--- config.mk ---
export PLATFORM = sky130hd
export DESIGN_NAME = cal_seq_top
export DESIGN_NICKNAME = d
export VERILOG_FILES = /design/src/rtl/cal_seq_pkg.sv /design/src/rtl/cal_down_cnt.sv /design/src/rtl/cal_phase_rom.sv /design/src/rtl/cal_bus_drv.sv /design/src/rtl/cal_seq_top.sv
export SDC_FILE = /design/constraint.sdc
export NUM_CORES = 1
export LEC_CHECK = 0
export ABC_AREA = 1
export BUFFER_PORTS_ARGS = -buffer_cell sky130_fd_sc_hd__clkbuf_2
export CAP_MARGIN = 20
export CORE_ASPECT_RATIO = 0.6
export CORE_MARGIN = 2
export CORE_UTILIZATION = 45
export CTS_CLUSTER_SIZE = 28
export DETAILED_ROUTE_END_ITERATION = 8
export PLACE_DENSITY_LB_ADDON = 0.12
export SLEW_MARGIN = 0
export SYNTH_ARGS = -nofsm -noshare
export SYNTH_HDL_FRONTEND = slang
export SYNTH_SLANG_ARGS = --single-unit
--- constraint.sdc ---
create_clock -name clk -period 2.7 [get_ports clk]
set_input_delay 0.27 -clock clk [delete_from_list [all_inputs] [get_ports clk]]
set_output_delay 0.27 -clock clk [all_outputs]
set_load 0.03 [all_outputs]
--- src/rtl/cal_seq_pkg.sv ---
package cal_seq_pkg;

  typedef enum logic [1:0] {
    MODE_SEP  = 2'b00,
    MODE_COMB = 2'b01,
    MODE_FULL = 2'b10,
    MODE_OFS  = 2'b11
  } cal_mode_e;

  localparam logic [1:0] CODE_FULL = 2'b00;
  localparam logic [1:0] CODE_OFS  = 2'b01;
  localparam logic [1:0] CODE_GAIN = 2'b10;
  localparam logic [1:0] CODE_COMB = 2'b11;

  typedef enum logic [2:0] {
    S_IDLE, S_REQ, S_SETUP, S_WRITE, S_WAIT_HI, S_WAIT_LO, S_GAP
  } seq_state_e;

  typedef struct packed {
    logic       lvl_fs;
    logic       trig;
    logic [1:0] code;
    logic       last;
  } phase_t;

endpackage

--- src/rtl/cal_down_cnt.sv ---
module cal_down_cnt #(
  parameter int W = 4
) (
  input  logic         clk,
  input  logic         rst_n,
  input  logic         load,
  input  logic [W-1:0] val,
  output logic         zero
);
  logic [W-1:0] cnt;

  always_ff @(posedge clk or negedge rst_n) begin
    if (!rst_n)              cnt <= '0;
    else if (load)           cnt <= val;
    else if (cnt != '0)      cnt <= cnt - 1'b1;
  end

  assign zero = (cnt == '0);

  p_cnt_holds_zero_r8: assert property (@(posedge clk) disable iff (!rst_n)
    (!load && zero) |=> zero);

endmodule

--- src/rtl/cal_phase_rom.sv ---
module cal_phase_rom import cal_seq_pkg::*; #(
  parameter int SEP_PAIRS   = 2,
  parameter int COMB_ROUNDS = 3,
  parameter int IDXW        = 3
) (
  input  cal_mode_e       mode,
  input  logic [IDXW-1:0] idx,
  output phase_t          ph
);
  localparam logic [IDXW-1:0] SEP_LAST  = IDXW'(2*SEP_PAIRS - 1);
  localparam logic [IDXW-1:0] COMB_LAST = IDXW'(2*COMB_ROUNDS - 1);

  always_comb begin
    ph = '0;
    unique case (mode)
      MODE_SEP: begin
        ph.lvl_fs = idx[0];
        ph.code   = idx[0] ? CODE_GAIN : CODE_OFS;
        ph.trig   = 1'b0;
        ph.last   = (idx == SEP_LAST);
      end
      MODE_COMB: begin
        ph.lvl_fs = ~idx[0];
        ph.code   = CODE_COMB;
        ph.trig   = idx[0];
        ph.last   = (idx == COMB_LAST);
      end
      MODE_FULL: begin
        ph.lvl_fs = ~idx[0];
        ph.code   = CODE_FULL;
        ph.trig   = idx[0];
        ph.last   = idx[0];
      end
      MODE_OFS: begin
        ph.lvl_fs = 1'b0;
        ph.code   = CODE_OFS;
        ph.trig   = 1'b0;
        ph.last   = 1'b1;
      end
      default: ph = '0;
    endcase
  end

endmodule

--- src/rtl/cal_bus_drv.sv ---
module cal_bus_drv #(
  parameter int DW = 12
) (
  input  logic          clk,
  input  logic          rst_n,
  input  logic          drive,
  input  logic          bip,
  input  logic          trig,
  input  logic [1:0]    code,
  output logic          cs_n,
  output logic          wr_n,
  output logic [DW-1:0] db_out,
  output logic          db_oe
);
  localparam int PADW = DW - 4;

  logic [DW-1:0] word;
  assign word   = {{PADW{1'b0}}, bip, trig, code};
  assign cs_n   = ~drive;
  assign wr_n   = ~drive;
  assign db_oe  = drive;
  assign db_out = drive ? word : '0;

  p_wr_inside_cs_r2: assert property (@(posedge clk) disable iff (!rst_n)
    !wr_n |-> !cs_n);
  p_word_stable_r2: assert property (@(posedge clk) disable iff (!rst_n)
    (!cs_n && $past(!cs_n)) |-> $stable(db_out));

endmodule

--- src/rtl/cal_seq_top.sv ---
module cal_seq_top import cal_seq_pkg::*; #(
  parameter int DW          = 12,
  parameter int SETUP_CYC   = 10,
  parameter int WR_CYC      = 3,
  parameter int BUSY_TMO    = 100000,
  parameter int SEP_PAIRS   = 2,
  parameter int COMB_ROUNDS = 3
) (
  input  logic          clk,
  input  logic          rst_n,
  input  logic          start,
  input  logic [1:0]    mode_sel,
  input  logic          bipolar,
  input  logic          lvl_ack,
  input  logic          busy,
  output logic          lvl_fs_req,
  output logic          lvl_ofs_req,
  output logic          lvl_mid,
  output logic          cs_n,
  output logic          wr_n,
  output logic [DW-1:0] db_out,
  output logic          db_oe,
  output logic          done,
  output logic          error
);
  localparam int MAXPH = (SEP_PAIRS > COMB_ROUNDS) ? 2*SEP_PAIRS : 2*COMB_ROUNDS;
  localparam int IDXW  = $clog2(MAXPH + 1);
  localparam int PMAX  = (SETUP_CYC > WR_CYC) ? SETUP_CYC : WR_CYC;
  localparam int PW    = $clog2(PMAX + 1);
  localparam int BW    = $clog2(BUSY_TMO + 1);

  seq_state_e      st, st_nx;
  logic [IDXW-1:0] idx;
  cal_mode_e       mode_q;
  logic            bip_q, ack_q, busy_m, busy_s;
  logic            ack_rise, active;
  logic            ph_load, ph_zero, bz_load, bz_zero;
  logic [PW-1:0]   ph_val;
  logic            done_nx, err_nx;
  phase_t          ph;

  cal_phase_rom #(.SEP_PAIRS(SEP_PAIRS), .COMB_ROUNDS(COMB_ROUNDS), .IDXW(IDXW)) u_rom (
    .mode(mode_q), .idx(idx), .ph(ph));

  cal_down_cnt #(.W(PW)) u_ph_cnt (
    .clk(clk), .rst_n(rst_n), .load(ph_load), .val(ph_val), .zero(ph_zero));

  cal_down_cnt #(.W(BW)) u_bz_cnt (
    .clk(clk), .rst_n(rst_n), .load(bz_load), .val(BW'(BUSY_TMO - 1)), .zero(bz_zero));

  cal_bus_drv #(.DW(DW)) u_bus (
    .clk(clk), .rst_n(rst_n), .drive(st == S_WRITE), .bip(bip_q), .trig(ph.trig),
    .code(ph.code), .cs_n(cs_n), .wr_n(wr_n), .db_out(db_out), .db_oe(db_oe));

  assign ack_rise = lvl_ack & ~ack_q;

  always_comb begin
    st_nx   = st;
    ph_load = 1'b0;
    ph_val  = '0;
    bz_load = 1'b0;
    done_nx = 1'b0;
    err_nx  = 1'b0;
    unique case (st)
      S_IDLE:  if (start) st_nx = S_REQ;
      S_REQ:   if (ack_rise) begin
        st_nx = S_SETUP; ph_load = 1'b1; ph_val = PW'(SETUP_CYC - 1);
      end
      S_SETUP: if (ph_zero) begin
        st_nx = S_WRITE; ph_load = 1'b1; ph_val = PW'(WR_CYC - 1);
      end
      S_WRITE: if (ph_zero) begin
        st_nx = S_WAIT_HI; bz_load = 1'b1;
      end
      S_WAIT_HI: begin
        if (busy_s)       st_nx = S_WAIT_LO;
        else if (bz_zero) begin st_nx = S_IDLE; err_nx = 1'b1; end
      end
      S_WAIT_LO: begin
        if (!busy_s) begin
          if (ph.last) begin st_nx = S_IDLE; done_nx = 1'b1; end
          else         st_nx = S_GAP;
        end else if (bz_zero) begin
          st_nx = S_IDLE; err_nx = 1'b1;
        end
      end
      S_GAP:   st_nx = S_REQ;
      default: st_nx = S_IDLE;
    endcase
  end

  always_ff @(posedge clk or negedge rst_n) begin
    if (!rst_n) begin
      st     <= S_IDLE;
      idx    <= '0;
      mode_q <= MODE_SEP;
      bip_q  <= 1'b0;
      ack_q  <= 1'b0;
      busy_m <= 1'b0;
      busy_s <= 1'b0;
      done   <= 1'b0;
      error  <= 1'b0;
    end else begin
      st     <= st_nx;
      ack_q  <= lvl_ack;
      busy_m <= busy;
      busy_s <= busy_m;
      done   <= done_nx;
      error  <= err_nx;
      if (st == S_IDLE && start) begin
        mode_q <= cal_mode_e'(mode_sel);
        bip_q  <= bipolar;
        idx    <= '0;
      end else if (st == S_WAIT_LO && !busy_s && !ph.last) begin
        idx <= idx + 1'b1;
      end
    end
  end

  assign active      = (st == S_REQ) || (st == S_SETUP) || (st == S_WRITE) ||
                       (st == S_WAIT_HI) || (st == S_WAIT_LO);
  assign lvl_fs_req  = active & ph.lvl_fs;
  assign lvl_ofs_req = active & ~ph.lvl_fs;
  assign lvl_mid     = lvl_ofs_req & bip_q;

  p_one_level_r7: assert property (@(posedge clk) disable iff (!rst_n)
    $onehot0({lvl_fs_req, lvl_ofs_req}));
  p_level_during_busy_r7: assert property (@(posedge clk) disable iff (!rst_n)
    (st == S_WAIT_LO && busy_s) |-> (lvl_fs_req || lvl_ofs_req));
  p_write_has_level_r8: assert property (@(posedge clk) disable iff (!rst_n)
    !cs_n |-> (lvl_fs_req || lvl_ofs_req));
  p_next_after_fall_r9: assert property (@(posedge clk) disable iff (!rst_n)
    (st == S_GAP) |-> $past(!busy_s));
  p_done_pulse_r10: assert property (@(posedge clk) disable iff (!rst_n)
    done |=> !done);
  p_done_err_excl_r11: assert property (@(posedge clk) disable iff (!rst_n)
    !(done && error));
  p_err_released_r11: assert property (@(posedge clk) disable iff (!rst_n)
    error |-> (cs_n && !db_oe && !lvl_fs_req && !lvl_ofs_req));

endmodule

==> flow_summary.yaml <==
run_status:
  status: "complete, no violations"
global_route:
  grt.overflow.total: 0
  antenna_found_initial: 0
  grt_pass1_wl_um: 7640
  grt_max_degree: 36
  grt_pass1_vias: 1526
  track_usage_pct: 18.6
routing:
  drt-pass1-iter-count: 4
  viasPerCell: 4.74
  drc: 0
  vias: 1739
  drtAntennaViolNets: 0
  wl_per_cell_um: 12.2
  wirelength_um: 4490
  drtIter0Drc: 93
worst_setup_path:
  crit_arrival_ns: 1.68
  cp_data_required_time_ns: 2.43
  path_max_fanout: 5
  cp-end-kind: "output pin"
  reg2regPathDepth: 10
  start_kind: "flip-flop"
  crit_type: "flip-flop to output pin"
pwr:
  p_per_area_nw_per_um2: 1030
  power.leakage_nw: 1.20
  vdd_drop_max_uv: 503
cells_and_area:
  area_growth_pct: 12.3
  post-route-util_pct: 52.6
  n_antenna_cell: 0
  final_common_cell: "nand2_1"
  fillerInstances: 435
  mostFrequentLayoutCells: "nand2_1, nor2_1, inv_1"
  final_net_count: 315
  drive_above_1_share_pct: 18.8
clock_tree:
  cts-resized-gates: 0
  cts_buffers: 5
  cts_tree: "built"
  path_clk_slew_ns: 0.07
  clock_sinks: 35
  htree_levels: 2
  clkLatencyLatePin_ns: 0.29
  clk_path_buf_depth: 2
  cts_post_setup_buffers_inserted: 0
  cts-hold-fix-buffers: 0
  clockRootBuffer: "clkbuf_8"
synthesis:
  synth_area_sq_um: 2150
  synth_edf_count: 0
  synth_area_per_cell_sq_um: 7.67
  ys_async_sr_fraction_pct: 100
  netlist_instances: 280
  yosys_warnings: 0
  ys.flop_type: "dfrtp_1"
  ys_seq_elements: 35
  ys_types: 35
  yosysSeqAreaShare_pct: 40.8
die:
  die_w_um: 93.2
  io_pins: 28
  rows: 19
  start_util_pct: 46.8
  die_y_um: 57.5
  dieArea_sq_um: 5360
  coreArea_sq_um: 4590
sta:
  layout_setup_ws_ns: 0.746
  rsz0062_at_grt: "no"
  period_share_pct: 72.4
  hold_viol_final: 0
  fin_tns_setup_ns: 0
  finalSetupViolCount: 0
  period_needed_ns: 1.95
  maxSlewViolCount: 0
  skew_ns: 0.00405
  worstMarginPinSlew_ns: 0.877
  fmax_ghz: 0.512
  slew_headroom_pct: 41.5
min_path:
  whs_path_depth: 1
  hp-class: "input port to flip-flop"
job:
  cap_violations: 0
placed_design:
  gp_congestion: 0.840
  hpwl_um: 3410
  dp_slack_ns: 0.892
  io_buffers: 19
-- registers in the layout, indices dropped and copies added, names as in the netlist --
signal        cells
st                3
ack_q             1
error             1
busy_m            1
mode_q            2
u_bz_cnt.cnt     17
u_ph_cnt.cnt      4
busy_s            1
idx               3
bip_q             1
done              1
-- cells by family after synthesis --
group	Yosys count	share of synthesized area [%]
and+or+nand+nor	150	35.2
buffers and inverters	52	10.9
AOI/OAI and AO/OA	36	9.84
DFF	35	40.8
adders and majority gates	4	2.33
xor gates and xnor gates	2	0.816
other	1	0.175
-- layout make-up --
type / count / area [sq um] / share of cell area (%)
repair buffers: 19 / 95.1 / 3.94
well taps: 63 / 78.8 / 3.27
multi-input cells: 200 / 1060 / 44.1
flip-flops and latches: 35 / 876 / 36.3
inverters: 42 / 161 / 6.69
clock inverters: 3 / 67.6 / 2.80
clock buffers: 5 / 68.8 / 2.85
-- through the flow --
stage	instance area, sq um	std cells	hold WS [ns]	power, mW
2_1_floorplan	2170	287	-0.0256	1.67
3_3_place_gp	2280	359	0.338	1.91
3_5_place_dp	2280	359	0.336	1.92
4_1_cts	2410	367	0.0770	2.49
5_1_grt	2410	367	0.0649	2.68
6_report	2410	367	0.0838	2.47
-- path summary, 6_finish.rpt --
path | to | slack (ns) | startpoint
min reg2reg | busy_s | 0.35 | busy_m
max | lvl_fs_req | 0.75 | st[0]
max in group asynchronous | bip_q | 2.07 | rst_n
min in group asynchronous | mode_q[0] | 0.09 | rst_n
min | busy_m | 0.08 | busy
max reg2reg | u_bz_cnt.cnt[15] | 0.88 | u_ph_cnt.cnt[0]
-- where the power goes --
group          internal, mW  switching, mW
Combinational         0.345          0.743
Sequential            0.679          0.142
Clock                 0.368          0.197
-- Yosys cell counts (all sizes together), types with 2 or more instances --
cell,count,area [sq um]
nor2,55,282
nand2,50,200
inv,41,156
dfrtp,35,876
nand3,28,168
o21ai,13,68.8
a21oi,12,60.1
buf,10,72.6
or2,5,31.3
ha,4,50.1
nand3b,4,30.0
nand4,4,25.0
nor3,4,20.0
o211ai,3,22.5
a211oi,2,15.0
a31oi,2,12.5
xor2,2,17.5
-- critical path, stage by stage, from the launching register on --
cell and delay, ns:
dfrtp_1 0.41, inv_1 0.20, nor2_1 0.08, nand2_1 0.09
nand2_1 0.09, nor3_1 0.25, nor2_1 0.09, clkbuf_2 0.19
-- layer usage --
| metal | global-route usage, % | routed length [um] |
|---|---|---|
| met5 | 0 | 0 |
| met4 | 3.78 | 27 |
| met3 | 5.55 | 217 |
| met2 | 22.3 | 1660 |
| met1 | 31.5 | 2580 |
Power figures use the tool's default switching activity.
